==> config.mk <==
export PLATFORM = sky130hd
export DESIGN_NAME = lcd_ram_scanner
export DESIGN_NICKNAME = d
export VERILOG_FILES = /design/src/rtl/lcd_scan_pkg.sv /design/src/rtl/lcd_seg_ram.sv /design/src/rtl/lcd_phase_seq.sv /design/src/rtl/lcd_row_latch.sv /design/src/rtl/lcd_ram_scanner.sv
export SDC_FILE = /design/constraint.sdc
export NUM_CORES = 1
export LEC_CHECK = 0
export BUFFER_PORTS_ARGS = -buffer_cell sky130_fd_sc_hd__buf_4
export CAP_MARGIN = 20
export CORE_ASPECT_RATIO = 1.2
export CORE_MARGIN = 5
export CORE_UTILIZATION = 62
export DETAILED_ROUTE_END_ITERATION = 10
export PLACE_DENSITY_LB_ADDON = 0.05
export SLEW_MARGIN = 20
export SYNTH_ARGS = -nofsm -noshare
export SYNTH_HDL_FRONTEND = slang
export SYNTH_SLANG_ARGS = --single-unit
export TNS_END_PERCENT = 100
==> constraint.sdc <==
create_clock -name clk -period 3.32 [get_ports clk]
set_input_delay 0.166 -clock clk [delete_from_list [all_inputs] [get_ports clk]]
set_output_delay 0.166 -clock clk [all_outputs]
set_load 0.1 [all_outputs]
==> src/rtl/lcd_scan_pkg.sv <==
package lcd_scan_pkg;
  localparam int ROWS = 4;
  localparam int PH_W = 2;

  typedef enum logic [1:0] {
    MODE_STATIC = 2'd0,
    MODE_MUX2   = 2'd1,
    MODE_MUX3   = 2'd2,
    MODE_MUX4   = 2'd3
  } mux_mode_e;

  // Number of backplane rows scanned in a mode.
  function automatic logic [PH_W:0] rows_in_mode(input logic [1:0] m);
    return {1'b0, m} + 3'd1;
  endfunction

  // Phase after a tick, with wrap inside the mode's row count.
  function automatic logic [PH_W-1:0] step_phase(input logic [PH_W-1:0] ph,
                                                 input logic [1:0] m);
    if (({1'b0, ph} + 3'd1) >= rows_in_mode(m)) return '0;
    return ph + 2'd1;
  endfunction

  // RAM row shown for a phase; the upper bank applies only in the small modes.
  function automatic logic [PH_W-1:0] shown_row(input logic [PH_W-1:0] ph,
                                                input logic [1:0] m,
                                                input logic upper);
    if (upper && (m == MODE_STATIC || m == MODE_MUX2)) return ph + 2'd2;
    return ph;
  endfunction
endpackage

==> src/rtl/lcd_seg_ram.sv <==
module lcd_seg_ram
  import lcd_scan_pkg::*;
#(
  parameter int NUM_COLS = 32,
  localparam int COL_W = $clog2(NUM_COLS)
) (
  input  logic                clk,
  input  logic                rst_n,
  input  logic                wr_en,
  input  logic [COL_W-1:0]    wr_col,
  input  logic [ROWS-1:0]     wr_data,
  input  logic [PH_W-1:0]     rd_row,
  output logic [NUM_COLS-1:0] rd_bits
);
  logic [ROWS-1:0] mem [NUM_COLS];
  logic            wr_hit;

  assign wr_hit = wr_en && (32'(wr_col) < NUM_COLS);

  always_ff @(posedge clk or negedge rst_n) begin
    if (!rst_n) begin
      for (int c = 0; c < NUM_COLS; c++) mem[c] <= '0;
    end else if (wr_hit) begin
      mem[wr_col] <= wr_data;
    end
  end

  for (genvar c = 0; c < NUM_COLS; c++) begin : g_col
    assign rd_bits[c] = mem[c][rd_row];
  end

  p_write_lands_r2: assert property (@(posedge clk) disable iff (!rst_n)
    wr_hit |=> mem[$past(wr_col)] == $past(wr_data));
endmodule

==> src/rtl/lcd_phase_seq.sv <==
module lcd_phase_seq
  import lcd_scan_pkg::*;
(
  input  logic            clk,
  input  logic            rst_n,
  input  logic            tick,
  input  logic [1:0]      mode,
  output logic [PH_W-1:0] phase,
  output logic [PH_W-1:0] nxt_phase,
  output logic            wrap_evt
);
  assign nxt_phase = step_phase(phase, mode);
  assign wrap_evt  = tick && (nxt_phase == '0);

  always_ff @(posedge clk or negedge rst_n) begin
    if (!rst_n)    phase <= '0;
    else if (tick) phase <= nxt_phase;
  end

  p_step_r3: assert property (@(posedge clk) disable iff (!rst_n)
    tick && (({1'b0, phase} + 3'd1) < rows_in_mode(mode))
      |=> phase == $past(phase) + 2'd1);

  p_wrap_r3: assert property (@(posedge clk) disable iff (!rst_n)
    tick && ({1'b0, phase} == rows_in_mode(mode) - 3'd1) |=> phase == '0);

  p_range_r10: assert property (@(posedge clk) disable iff (!rst_n)
    tick |=> {1'b0, phase} < rows_in_mode($past(mode)));

  p_static_hold_r4: assert property (@(posedge clk) disable iff (!rst_n)
    tick && (mode == MODE_STATIC) |=> phase == '0);
endmodule

==> src/rtl/lcd_row_latch.sv <==
module lcd_row_latch #(
  parameter int W = 32
) (
  input  logic         clk,
  input  logic         rst_n,
  input  logic         load,
  input  logic [W-1:0] din,
  input  logic         blank,
  output logic [W-1:0] dout
);
  logic [W-1:0] seg_q;

  always_ff @(posedge clk or negedge rst_n) begin
    if (!rst_n)    seg_q <= '0;
    else if (load) seg_q <= din;
  end

  assign dout = blank ? '0 : seg_q;

  p_hold_r9: assert property (@(posedge clk) disable iff (!rst_n)
    !load |=> $stable(seg_q));
endmodule

==> src/rtl/lcd_ram_scanner.sv <==
module lcd_ram_scanner
  import lcd_scan_pkg::*;
#(
  parameter int NUM_COLS = 32,
  localparam int COL_W = $clog2(NUM_COLS)
) (
  input  logic                clk,
  input  logic                rst_n,
  input  logic                wr_en,
  input  logic [COL_W-1:0]    wr_col,
  input  logic [ROWS-1:0]     wr_data,
  input  logic [1:0]          mode,
  input  logic                bank_sel,
  input  logic                bank_swap,
  input  logic                blank,
  input  logic                phase_tick,
  output logic [PH_W-1:0]     bp_idx,
  output logic [NUM_COLS-1:0] seg_out
);
  logic [PH_W-1:0]     nxt_phase;
  logic                wrap_evt;
  logic                upper_bank;
  logic [PH_W-1:0]     rd_row;
  logic [NUM_COLS-1:0] rd_bits;

  assign upper_bank = bank_sel ^ bank_swap;
  assign rd_row     = shown_row(nxt_phase, mode, upper_bank);

  lcd_phase_seq u_seq (
    .clk(clk), .rst_n(rst_n), .tick(phase_tick), .mode(mode),
    .phase(bp_idx), .nxt_phase(nxt_phase), .wrap_evt(wrap_evt)
  );

  lcd_seg_ram #(.NUM_COLS(NUM_COLS)) u_ram (
    .clk(clk), .rst_n(rst_n), .wr_en(wr_en), .wr_col(wr_col),
    .wr_data(wr_data), .rd_row(rd_row), .rd_bits(rd_bits)
  );

  lcd_row_latch #(.W(NUM_COLS)) u_latch (
    .clk(clk), .rst_n(rst_n), .load(phase_tick), .din(rd_bits),
    .blank(blank), .dout(seg_out)
  );

  p_wrap_to_zero_r3: assert property (@(posedge clk) disable iff (!rst_n)
    wrap_evt |=> bp_idx == '0);

  p_blank_keeps_scan_r8: assert property (@(posedge clk) disable iff (!rst_n)
    blank && phase_tick && (mode != MODE_STATIC) && ({1'b0, bp_idx} + 3'd1 < rows_in_mode(mode))
      |=> bp_idx != $past(bp_idx));
endmodule

==> impl_results.html, run 1 <==
<table>
<tr><th>Metric</th><th>Value</th></tr>
<tr><th colspan="2">STA</th></tr>
<tr><td>Relative slew slack</td><td>32.7%</td></tr>
<tr><td>Total negative slack for setup checks</td><td>0 ps</td></tr>
<tr><td>Layout Skew</td><td>5.89 ps</td></tr>
<tr><td>Final critical-path share of the clock period</td><td>80.6%</td></tr>
<tr><td>Unrepaired setup endpoints after global routing</td><td>no</td></tr>
<tr><td>Post-route minimum period</td><td>2680 ps</td></tr>
<tr><td>Worst Tran Pin Value</td><td>approximately 1000 ps</td></tr>
<tr><td>FMAX</td><td>374 MHz</td></tr>
<tr><td>Hold Fails Final Rpt</td><td>0</td></tr>
<tr><td>Final count of pins violating max slew</td><td>0</td></tr>
<tr><td>Total of endpoints with negative setup slack in the final report</td><td>0</td></tr>
<tr><th colspan="2">Power and ir drop</th></tr>
<tr><td>Highest ir drop seen on vdd</td><td>543 uV</td></tr>
<tr><td>Power density relative to cell area</td><td>roughly 920 nW/um2</td></tr>
<tr><td>LEAKAGE</td><td>4.29 nW</td></tr>
<tr><th colspan="2">Synth</th></tr>
<tr><td>Gate count of the mapped netlist</td><td>around 740</td></tr>
<tr><td>Net Count, Synth</td><td>769</td></tr>
<tr><td>Area share of the leading cell type in the synthesized netlist</td><td>46.1%</td></tr>
<tr><td>Share of flip-flops with an asynchronous set or reset</td><td>100%</td></tr>
<tr><td>Post-synth EDFFs</td><td>0</td></tr>
<tr><td>Synth area leaders</td><td>dfrtp_1 (46%), mux2_2 (16%), mux2i_1 (11%), a211oi_2 (4.6%), nand3_1 (3.8%)</td></tr>
<tr><td>Post-synthesis instance area</td><td>8790 um2</td></tr>
<tr><td>Mean instance size in the synthesized netlist</td><td>~12 um2</td></tr>
<tr><td>Post-synth top area cell</td><td>dfrtp_1</td></tr>
<tr><td>Register area share after synthesis</td><td>46.1%</td></tr>
<tr><td>Count of state elements after synthesis</td><td>162</td></tr>
<tr><td>Top_reg_cell synth</td><td>dfrtp_1</td></tr>
<tr><td>Synth cell types</td><td>34</td></tr>
<tr><td>Yosys warning total</td><td>0</td></tr>
<tr><th colspan="2">Worst setup path</th></tr>
<tr><td>Crit-path max cell delay</td><td>about 600 ps</td></tr>
<tr><td>Critical path launch point type</td><td>register</td></tr>
<tr><td>Req. time, crit path</td><td>3660 ps</td></tr>
<tr><td>Cell chain of the critical path</td><td>ha_2, buf_4, o21ai_1, and2_2, buf_4, a211oi_2</td></tr>
<tr><td>Maximum fanout along the worst path</td><td>52</td></tr>
<tr><td>CP max stage cell</td><td>dfrtp_4</td></tr>
<tr><td>Critical path start-end classification</td><td>reg2reg</td></tr>
<tr><td>Data arrival time of the critical path</td><td>3010 ps</td></tr>
<tr><td>Buf+Inv Stages, Crit Path</td><td>2</td></tr>
<tr><td>Register-to-register path setup slack</td><td>640 ps</td></tr>
<tr><td>Worst flop-to-flop path startpoint</td><td>u_seq.phase[0]</td></tr>
<tr><td>Type of destination of the critical path</td><td>register</td></tr>
<tr><td>Worst reg2reg endpoint</td><td>u_latch.seg_q[19]</td></tr>
<tr><td>Cell class contributing the biggest share of worst-path delay</td><td>buffers and inverters</td></tr>
<tr><td>Depth of the worst register-to-register path</td><td>6</td></tr>
<tr><td>Cell mode on critical path</td><td>buf_4</td></tr>
<tr><td>Total number of cells along the worst setup path</td><td>6</td></tr>
<tr><th colspan="2">Routing</th></tr>
<tr><td>Post-route ant nets</td><td>0</td></tr>
<tr><td>Via count</td><td>6293</td></tr>
<tr><td>Drt via density</td><td>around 6.6</td></tr>
<tr><td>Average detailed-routed wire length per instance</td><td>roughly 23 um</td></tr>
<tr><td>Detailed-route wire length</td><td>21900 um</td></tr>
<tr><td>DRC Markers</td><td>0</td></tr>
<tr><td>Number of DRC markers after the initial detailed-route iteration</td><td>399</td></tr>
<tr><td>First-pass DRT Iterations</td><td>5</td></tr>
<tr><th colspan="2">Run</th></tr>
<tr><td>Reported max-cap violation count</td><td>0</td></tr>
<tr><th colspan="2">Min path</th></tr>
<tr><td>Path category of the worst min-delay check</td><td>in2reg</td></tr>
<tr><td>Worst Hold Endpoint</td><td>u_seq.phase[0]</td></tr>
<tr><td>Hold Startpoint</td><td>phase_tick</td></tr>
<tr><td>Worst hold path depth</td><td>2</td></tr>
<tr><th colspan="2">GRT</th></tr>
<tr><td>Wire length of the first global-routing pass</td><td>roughly 36000 um</td></tr>
<tr><td>Vias in the first global route</td><td>between 6000 and 7000</td></tr>
<tr><td>Overall global routing resource usage</td><td>27.3%</td></tr>
<tr><td>Initial antenna violation count</td><td>0</td></tr>
<tr><td>Pin count of the biggest net entering global routing</td><td>75</td></tr>
<tr><td>GR Overflow Total</td><td>0</td></tr>
<tr><th colspan="2">Final layout</th></tr>
<tr><td>Final net count</td><td>797</td></tr>
<tr><td>Antenna diode count</td><td>0</td></tr>
<tr><td>Share of cells above drive strength 1</td><td>between 30% and 40%</td></tr>
<tr><td>Core occupancy in the finished layout</td><td>around 70%</td></tr>
<tr><td>P&amp;R area growth vs syn</td><td>12.7%</td></tr>
<tr><td>Layout filler cell count</td><td>992</td></tr>
<tr><td>Highest-count cells in the layout ignoring fill and taps</td><td>dfrtp_1 (161), mux2_2 (128), mux2i_1 (97), nand3_1 (67), buf_4 (59)</td></tr>
<tr><td>Most common cell after layout, fill and taps aside</td><td>dfrtp_1</td></tr>
<tr><th colspan="2">Placement</th></tr>
<tr><td>RD Place Congestion</td><td>0.772</td></tr>
<tr><td>Total half-perimeter wirelength after legalization and detailed placement</td><td>12300 um</td></tr>
<tr><td>Total of buffers placed on input and output ports</td><td>51</td></tr>
<tr><th colspan="2">Floorplanning</th></tr>
<tr><td>Count of boundary I/O pins</td><td>52</td></tr>
<tr><td>Die height</td><td>140 um</td></tr>
<tr><td>Chip width</td><td>119 um</td></tr>
<tr><td>Initial Util</td><td>~63%</td></tr>
<tr><td>Overall die area</td><td>16700 um2</td></tr>
<tr><td>Cell row count</td><td>47</td></tr>
<tr><td>CORE AREA</td><td>13900 um2</td></tr>
<tr><th colspan="2">Clocking</th></tr>
<tr><td># resized after CTS</td><td>0</td></tr>
<tr><td>H-tree level count</td><td>4</td></tr>
<tr><td>Clock buffer depth</td><td>2</td></tr>
<tr><td>Number of buffers created by CTS</td><td>17</td></tr>
<tr><td>Clock Tree Root</td><td>clkbuf_16</td></tr>
<tr><td>Clk slew on worst S/H paths</td><td>around 60 ps</td></tr>
<tr><td>Number of sinks driven by the clock tree</td><td>162</td></tr>
<tr><td>Clock latency on the worst-skew pair</td><td>420 ps</td></tr>
<tr><td>Number of hold buffers added after CTS</td><td>1</td></tr>
<tr><td>Clock tree from TritonCTS</td><td>done</td></tr>
<tr><td>Total setup buffers inserted after CTS</td><td>0</td></tr>
<tr><th colspan="2">Run status</th></tr>
<tr><td>Run status</td><td>finished, final reports clean</td></tr>
</table>
-- through the flow --
| stage | power, mW | area (um2) | std cells | setup WS (ps) | hold slack, ps |
|---|---|---|---|---|---|
| after floorplan | 6.06 | 8790 | 744 | 658 | -130 |
| after global placement | 6.72 | 9190 | 922 | 736 | 237 |
| after detailed placement | 6.86 | 9190 | 922 | 691 | 242 |
| after CTS | 9.11 | 9870 | 955 | 655 | 241 |
| after global routing | 9.60 | 9900 | 956 | 495 | 278 |
| final | 9.16 | 9900 | 956 | 643 | 249 |
-- layout make-up --
cell class | instances | area (um2) | share of cell area, %
timing repair buffer | 64 | 532 | 5.37
multi-input combinational | 521 | 4400 | 44.4
clock inverter | 11 | 205 | 2.07
inverter | 6 | 22.5 | 0.227
tap | 171 | 214 | 2.16
clock buffer | 21 | 470 | 4.75
sequential | 162 | 4060 | 41.0
-- state kept, by name, indices dropped and copies added (netlist names) --
register	flops
u_latch.seg_q	32
u_ram.mem	128
u_seq.phase	2
-- cells in the mapped netlist (all sizes together) (4+ instances only) --
cell,count
clkbuf,32
inv,6
nor2,52
ha,7
a211oi,32
nor2b,32
a31oi,33
mux2,128
o22a,32
o21ai,4
nor3b,4
mux2i,97
nand3,67
nand3b,5
dfrtp,162
nand2,18
buf,23
-- routing by layer --
| metal | share of wire, % | vias to the layer above | GRT usage [%] |
|---|---|---|---|
| met5 | 0 | - | 0 |
| met4 | 2.2 | 0 | 10.1 |
| met3 | 5.4 | 43 | 4.15 |
| met2 | 50 | 212 | 46.3 |
| met1 | 42 | 3257 | 35.6 |
| li1 | - | 2781 | - |
-- where the power goes --
group | internal [mW] | leakage, nW | switching (mW)
registers | 2.51 | 2.04 | 0.409
clock network | 1.46 | 0.337 | 0.770
logic | 1.50 | 1.91 | 2.51
-- cells by family after synthesis --
logic type	after synthesis	share of synthesized area (%)
adder cells (fa/ha/maj)	7	0.997
buffers and inverters	61	3.89
XOR/XNOR	2	0.285
flip-flops	162	46.1
AO/OA/AOI/OAI	102	10.5
AND/OR/NAND/NOR	185	10.7
multiplexers	225	27.5
-- worst max-delay path by stage --
stage                              start                 to  slack (ps)
after floorplan           u_seq.phase[0]   u_latch.seg_q[0]         660
after CTS                 u_seq.phase[0]  u_latch.seg_q[19]         660
final                     u_seq.phase[0]  u_latch.seg_q[19]         640
after global routing      u_seq.phase[0]  u_latch.seg_q[18]         490
after global placement    u_seq.phase[0]   u_latch.seg_q[6]         740
after detailed placement  u_seq.phase[0]  u_latch.seg_q[19]         690
No activity file was read; power rests on OpenSTA's default activity.
==> run 2, diff against run 1 <==
--- a/config.mk
+++ b/config.mk
@@ -5,11 +5,12 @@
 export SDC_FILE = /design/constraint.sdc
 export NUM_CORES = 1
 export LEC_CHECK = 0
+export ABC_AREA = 1
 export BUFFER_PORTS_ARGS = -buffer_cell sky130_fd_sc_hd__buf_4
 export CAP_MARGIN = 20
 export CORE_ASPECT_RATIO = 1.2
 export CORE_MARGIN = 5
-export CORE_UTILIZATION = 62
+export CORE_UTILIZATION = 61
 export DETAILED_ROUTE_END_ITERATION = 10
 export PLACE_DENSITY_LB_ADDON = 0.05
 export SLEW_MARGIN = 20
==> constraint.sdc (replaced) <==
create_clock -name clk -period 2.8 [get_ports clk]
set_input_delay 0.14 -clock clk [delete_from_list [all_inputs] [get_ports clk]]
set_output_delay 0.14 -clock clk [all_outputs]
set_load 0.1 [all_outputs]
==> impl_results.html, run 2 <==
<table>
<tr><th>Metric</th><th>Value</th></tr>
<tr><th colspan="2">Power and ir drop</th></tr>
<tr><td>Net Sw Frac</td><td>between 40% and 50%</td></tr>
<tr><td>LEAKAGE</td><td>4.90 nW</td></tr>
<tr><td>Share of total power in combinational logic</td><td>48.1%</td></tr>
<tr><td>Fraction of power consumed by sequential logic</td><td>30.3%</td></tr>
<tr><td>Highest ir drop seen on vdd</td><td>1140 uV</td></tr>
<tr><td>Clock share of power</td><td>21.5%</td></tr>
<tr><td>Power density relative to cell area</td><td>1160 nW/um2</td></tr>
<tr><td>Switch Pwr</td><td>4.92 mW</td></tr>
<tr><td>Cell Int Power</td><td>5.87 mW</td></tr>
<tr><th colspan="2">GRT</th></tr>
<tr><td>Pin count of the biggest net entering global routing</td><td>64</td></tr>
<tr><td>Wire length of the first global-routing pass</td><td>34600 um</td></tr>
<tr><td>GR Overflow Total</td><td>0</td></tr>
<tr><td>Initial antenna violation count</td><td>0</td></tr>
<tr><td>Overall global routing resource usage</td><td>28.3%</td></tr>
<tr><td>Vias in the first global route</td><td>6712</td></tr>
<tr><th colspan="2">Routing</th></tr>
<tr><td>Number of DRC markers after the initial detailed-route iteration</td><td>481</td></tr>
<tr><td>Highest routed metal layer</td><td>met4</td></tr>
<tr><td>DRC Markers</td><td>0</td></tr>
<tr><td>First-pass DRT Iterations</td><td>5</td></tr>
<tr><td>Metal1 wirelength</td><td>9000 um</td></tr>
<tr><td>DR WL met3</td><td>~1400 um</td></tr>
<tr><td>Metal2 WL</td><td>9560 um</td></tr>
<tr><td>Post-route ant nets</td><td>0</td></tr>
<tr><td>Average detailed-routed wire length per instance</td><td>15.7 um</td></tr>
<tr><td>Drt via density</td><td>5.35</td></tr>
<tr><td>Detailed-route wire length</td><td>roughly 21000 um</td></tr>
<tr><td>Via count</td><td>~7000</td></tr>
<tr><th colspan="2">Worst setup path</th></tr>
<tr><td>Data arrival time of the critical path</td><td>2740 ps</td></tr>
<tr><td>Depth of the worst register-to-register path</td><td>12</td></tr>
<tr><td>Req. time, crit path</td><td>3120 ps</td></tr>
<tr><td>First element of the critical path</td><td>u_seq.phase[0]</td></tr>
<tr><td>Worst reg2reg endpoint</td><td>u_latch.seg_q[17]</td></tr>
<tr><td>Cell class contributing the biggest share of worst-path delay</td><td>simple AND/OR/NAND/NOR gates</td></tr>
<tr><td>Type of destination of the critical path</td><td>register</td></tr>
<tr><td>Register-to-register path setup slack</td><td>370 ps</td></tr>
<tr><td>Critical path start-end classification</td><td>reg2reg</td></tr>
<tr><td>Critical path launch point type</td><td>register</td></tr>
<tr><td>Cell chain of the critical path</td><td>ha_1, ha_1, nand2_1, inv_1, nand2_2, nand3_2, buf_4, nand2_1, nand2_1, nand2_1, nand3_1, nand2_1</td></tr>
<tr><td>CP max stage cell</td><td>dfrtp_1</td></tr>
<tr><td>Buf+Inv Stages, Crit Path</td><td>2</td></tr>
<tr><td>Crit-path max cell delay</td><td>~430 ps</td></tr>
<tr><td>Maximum fanout along the worst path</td><td>34</td></tr>
<tr><td>Cell mode on critical path</td><td>nand2_1</td></tr>
<tr><td>Worst flop-to-flop path startpoint</td><td>u_seq.phase[0]</td></tr>
<tr><th colspan="2">Floorplanning</th></tr>
<tr><td>CORE AREA</td><td>13100 um2</td></tr>
<tr><td>Count of boundary I/O pins</td><td>52</td></tr>
<tr><td>Initial Util</td><td>61.7%</td></tr>
<tr><td>Die height</td><td>136 um</td></tr>
<tr><td>Chip width</td><td>115 um</td></tr>
<tr><td>Cell row count</td><td>46</td></tr>
<tr><td>Overall die area</td><td>15700 um2</td></tr>
<tr><th colspan="2">Synth</th></tr>
<tr><td>Area share of the leading cell type in the synthesized netlist</td><td>between 50% and 60%</td></tr>
<tr><td>Yosys warning total</td><td>0</td></tr>
<tr><td>Post-synth top area cell</td><td>dfrtp_1</td></tr>
<tr><td>Top_reg_cell synth</td><td>dfrtp_1</td></tr>
<tr><td>Count of state elements after synthesis</td><td>roughly 160</td></tr>
<tr><td>Most common cell in the netlist</td><td>nand2_1</td></tr>
<tr><td>Synth area leaders</td><td>dfrtp_1 (50%), nand2_1 (19%), o21ai_0 (7.2%), inv_1 (7.1%), nand4_1 (4.9%)</td></tr>
<tr><td>Register area share after synthesis</td><td>50.1%</td></tr>
<tr><td>Net Count, Synth</td><td>1114</td></tr>
<tr><td>Post-synth EDFFs</td><td>0</td></tr>
<tr><td>Post-synthesis instance area</td><td>between 8000 and 9000 um2</td></tr>
<tr><td>Synth cell types</td><td>21</td></tr>
<tr><td>Share of flip-flops with an asynchronous set or reset</td><td>between 90% and 100%</td></tr>
<tr><td>Gate count of the mapped netlist</td><td>1089</td></tr>
<tr><td>Mean instance size in the synthesized netlist</td><td>7.43 um2</td></tr>
<tr><td>Most frequent cells after synthesis</td><td>nand2_1 (418), dfrtp_1 (162), inv_1 (152), o21ai_0 (117), nand4_1 (64)</td></tr>
<tr><th colspan="2">STA</th></tr>
<tr><td>Relative slew slack</td><td>about two fifths</td></tr>
<tr><td>Post-route worst setup slack</td><td>373 ps</td></tr>
<tr><td>Layout Skew</td><td>~5.8 ps</td></tr>
<tr><td>Worst Tran Pin Value</td><td>915 ps</td></tr>
<tr><td>Total negative slack for setup checks</td><td>0 ps</td></tr>
<tr><td>Unrepaired setup endpoints after global routing</td><td>no</td></tr>
<tr><td>Hold Fails Final Rpt</td><td>0</td></tr>
<tr><td>Final count of pins violating max slew</td><td>0</td></tr>
<tr><td>Total of endpoints with negative setup slack in the final report</td><td>0</td></tr>
<tr><td>FMAX</td><td>412 MHz</td></tr>
<tr><td>Post-route minimum period</td><td>2430 ps</td></tr>
<tr><td>Final critical-path share of the clock period</td><td>86.7%</td></tr>
<tr><th colspan="2">Placement</th></tr>
<tr><td>RD Place Congestion</td><td>0.790</td></tr>
<tr><td>Total half-perimeter wirelength after legalization and detailed placement</td><td>12200 um</td></tr>
<tr><td>Worst slack at placement</td><td>420 ps</td></tr>
<tr><td>Total of buffers placed on input and output ports</td><td>51</td></tr>
<tr><th colspan="2">Clocking</th></tr>
<tr><td>Clock Tree Root</td><td>clkbuf_16</td></tr>
<tr><td>Number of sinks driven by the clock tree</td><td>between 150 and 200</td></tr>
<tr><td>Number of buffers created by CTS</td><td>17</td></tr>
<tr><td>Number of hold buffers added after CTS</td><td>5</td></tr>
<tr><td>Clock tree from TritonCTS</td><td>done</td></tr>
<tr><td>Clock latency on the worst-skew pair</td><td>430 ps</td></tr>
<tr><td>H-tree level count</td><td>4</td></tr>
<tr><td># resized after CTS</td><td>0</td></tr>
<tr><td>Total setup buffers inserted after CTS</td><td>0</td></tr>
<tr><td>Clock buffer depth</td><td>2</td></tr>
<tr><td>Clk slew on worst S/H paths</td><td>60 ps</td></tr>
<tr><th colspan="2">Final layout</th></tr>
<tr><td>Antenna diode count</td><td>0</td></tr>
<tr><td>Share of cells above drive strength 1</td><td>roughly a tenth</td></tr>
<tr><td>Biggest register</td><td>u_ram.mem</td></tr>
<tr><td>P&amp;R area growth vs syn</td><td>15.0%</td></tr>
<tr><td>Final net count</td><td>1153</td></tr>
<tr><td>Max reg flops</td><td>128</td></tr>
<tr><td>Highest-count cells in the layout ignoring fill and taps</td><td>nand2_1 (417), dfrtp_1 (162), inv_1 (151), o21ai_0 (117)</td></tr>
<tr><td>Most common cell after layout, fill and taps aside</td><td>nand2_1</td></tr>
<tr><td>Regs by FF count</td><td>u_ram.mem (128), u_latch.seg_q (32), u_seq.phase (2)</td></tr>
<tr><th colspan="2">Run status</th></tr>
<tr><td>Run status</td><td>finished, final reports clean</td></tr>
<tr><th colspan="2">Run</th></tr>
<tr><td>Reported max-cap violation count</td><td>0</td></tr>
<tr><th colspan="2">Min path</th></tr>
<tr><td>Path category of the worst min-delay check</td><td>in2async</td></tr>
</table>
-- run 2: area by class of cell --
cell class              instances  area [um2]
clock buffers                  28         517
clock inverters                 4        70.1
fillers                      1121        3820
inverters                     156         586
multi-input cells             717        3240
flip-flops and latches        162        4050
well taps                     168         210
repair buffers                 74         622
-- run 2: stage by stage --
step / power [mW] / util, % / cells / hold WS [ps] / instance area, um2
floorplan: 7.13 / - / 1089 / -156 / 8090
global placement: 8.37 / 66.0 / 1272 / 94.1 / 8660
detailed placement: 8.46 / 66.0 / 1272 / 96.9 / 8660
CTS: 10.8 / 70.9 / 1309 / 191 / 9300
global route: 11.6 / 70.9 / 1309 / 221 / 9300
finish: 10.8 / 70.9 / 1309 / 194 / 9300
-- run 2: power by group through the flow --
stage	Clock (mW)	Combinational (mW)	Sequential [mW]
floorplan	0	3.83	3.30
global placement	0	5.09	3.28
detailed placement	0	5.16	3.29
CTS	2.34	5.20	3.26
global route	2.45	5.80	3.34
finish	2.32	5.19	3.27
-- run 2: layer usage --
| layer | up-vias | global-route usage (%) |
|---|---|---|
| met5 | - | 0 |
| met4 | 0 | 12.1 |
| met3 | 42 | 5.12 |
| met2 | 232 | 43.9 |
| met1 | 3244 | 39.2 |
| li1 | 3485 | - |
-- run 2: worst max-delay path by stage --
stage | slack, ps | endpoint | depth (start not counted)
floorplan | 110 | u_latch.seg_q[10] | 12
global placement | 480 | u_latch.seg_q[17] | 12
detailed placement | 420 | u_latch.seg_q[17] | 12
CTS | 400 | u_latch.seg_q[17] | 12
global route | 180 | u_latch.seg_q[23] | 13
finish | 370 | u_latch.seg_q[17] | 12
-- run 2: cells by family (layout without fill, tap and decap cells) --
family                     after synthesis  count (layout)  share of synthesized area [%]
and+or+nand+nor                        578             578                           30.6
buffers and inverters                  210             262                           10.1
adders and majority gates                7               7                           1.08
AOI/OAI and AO/OA                      132             132                           8.16
DFF                                    162             162                           50.1
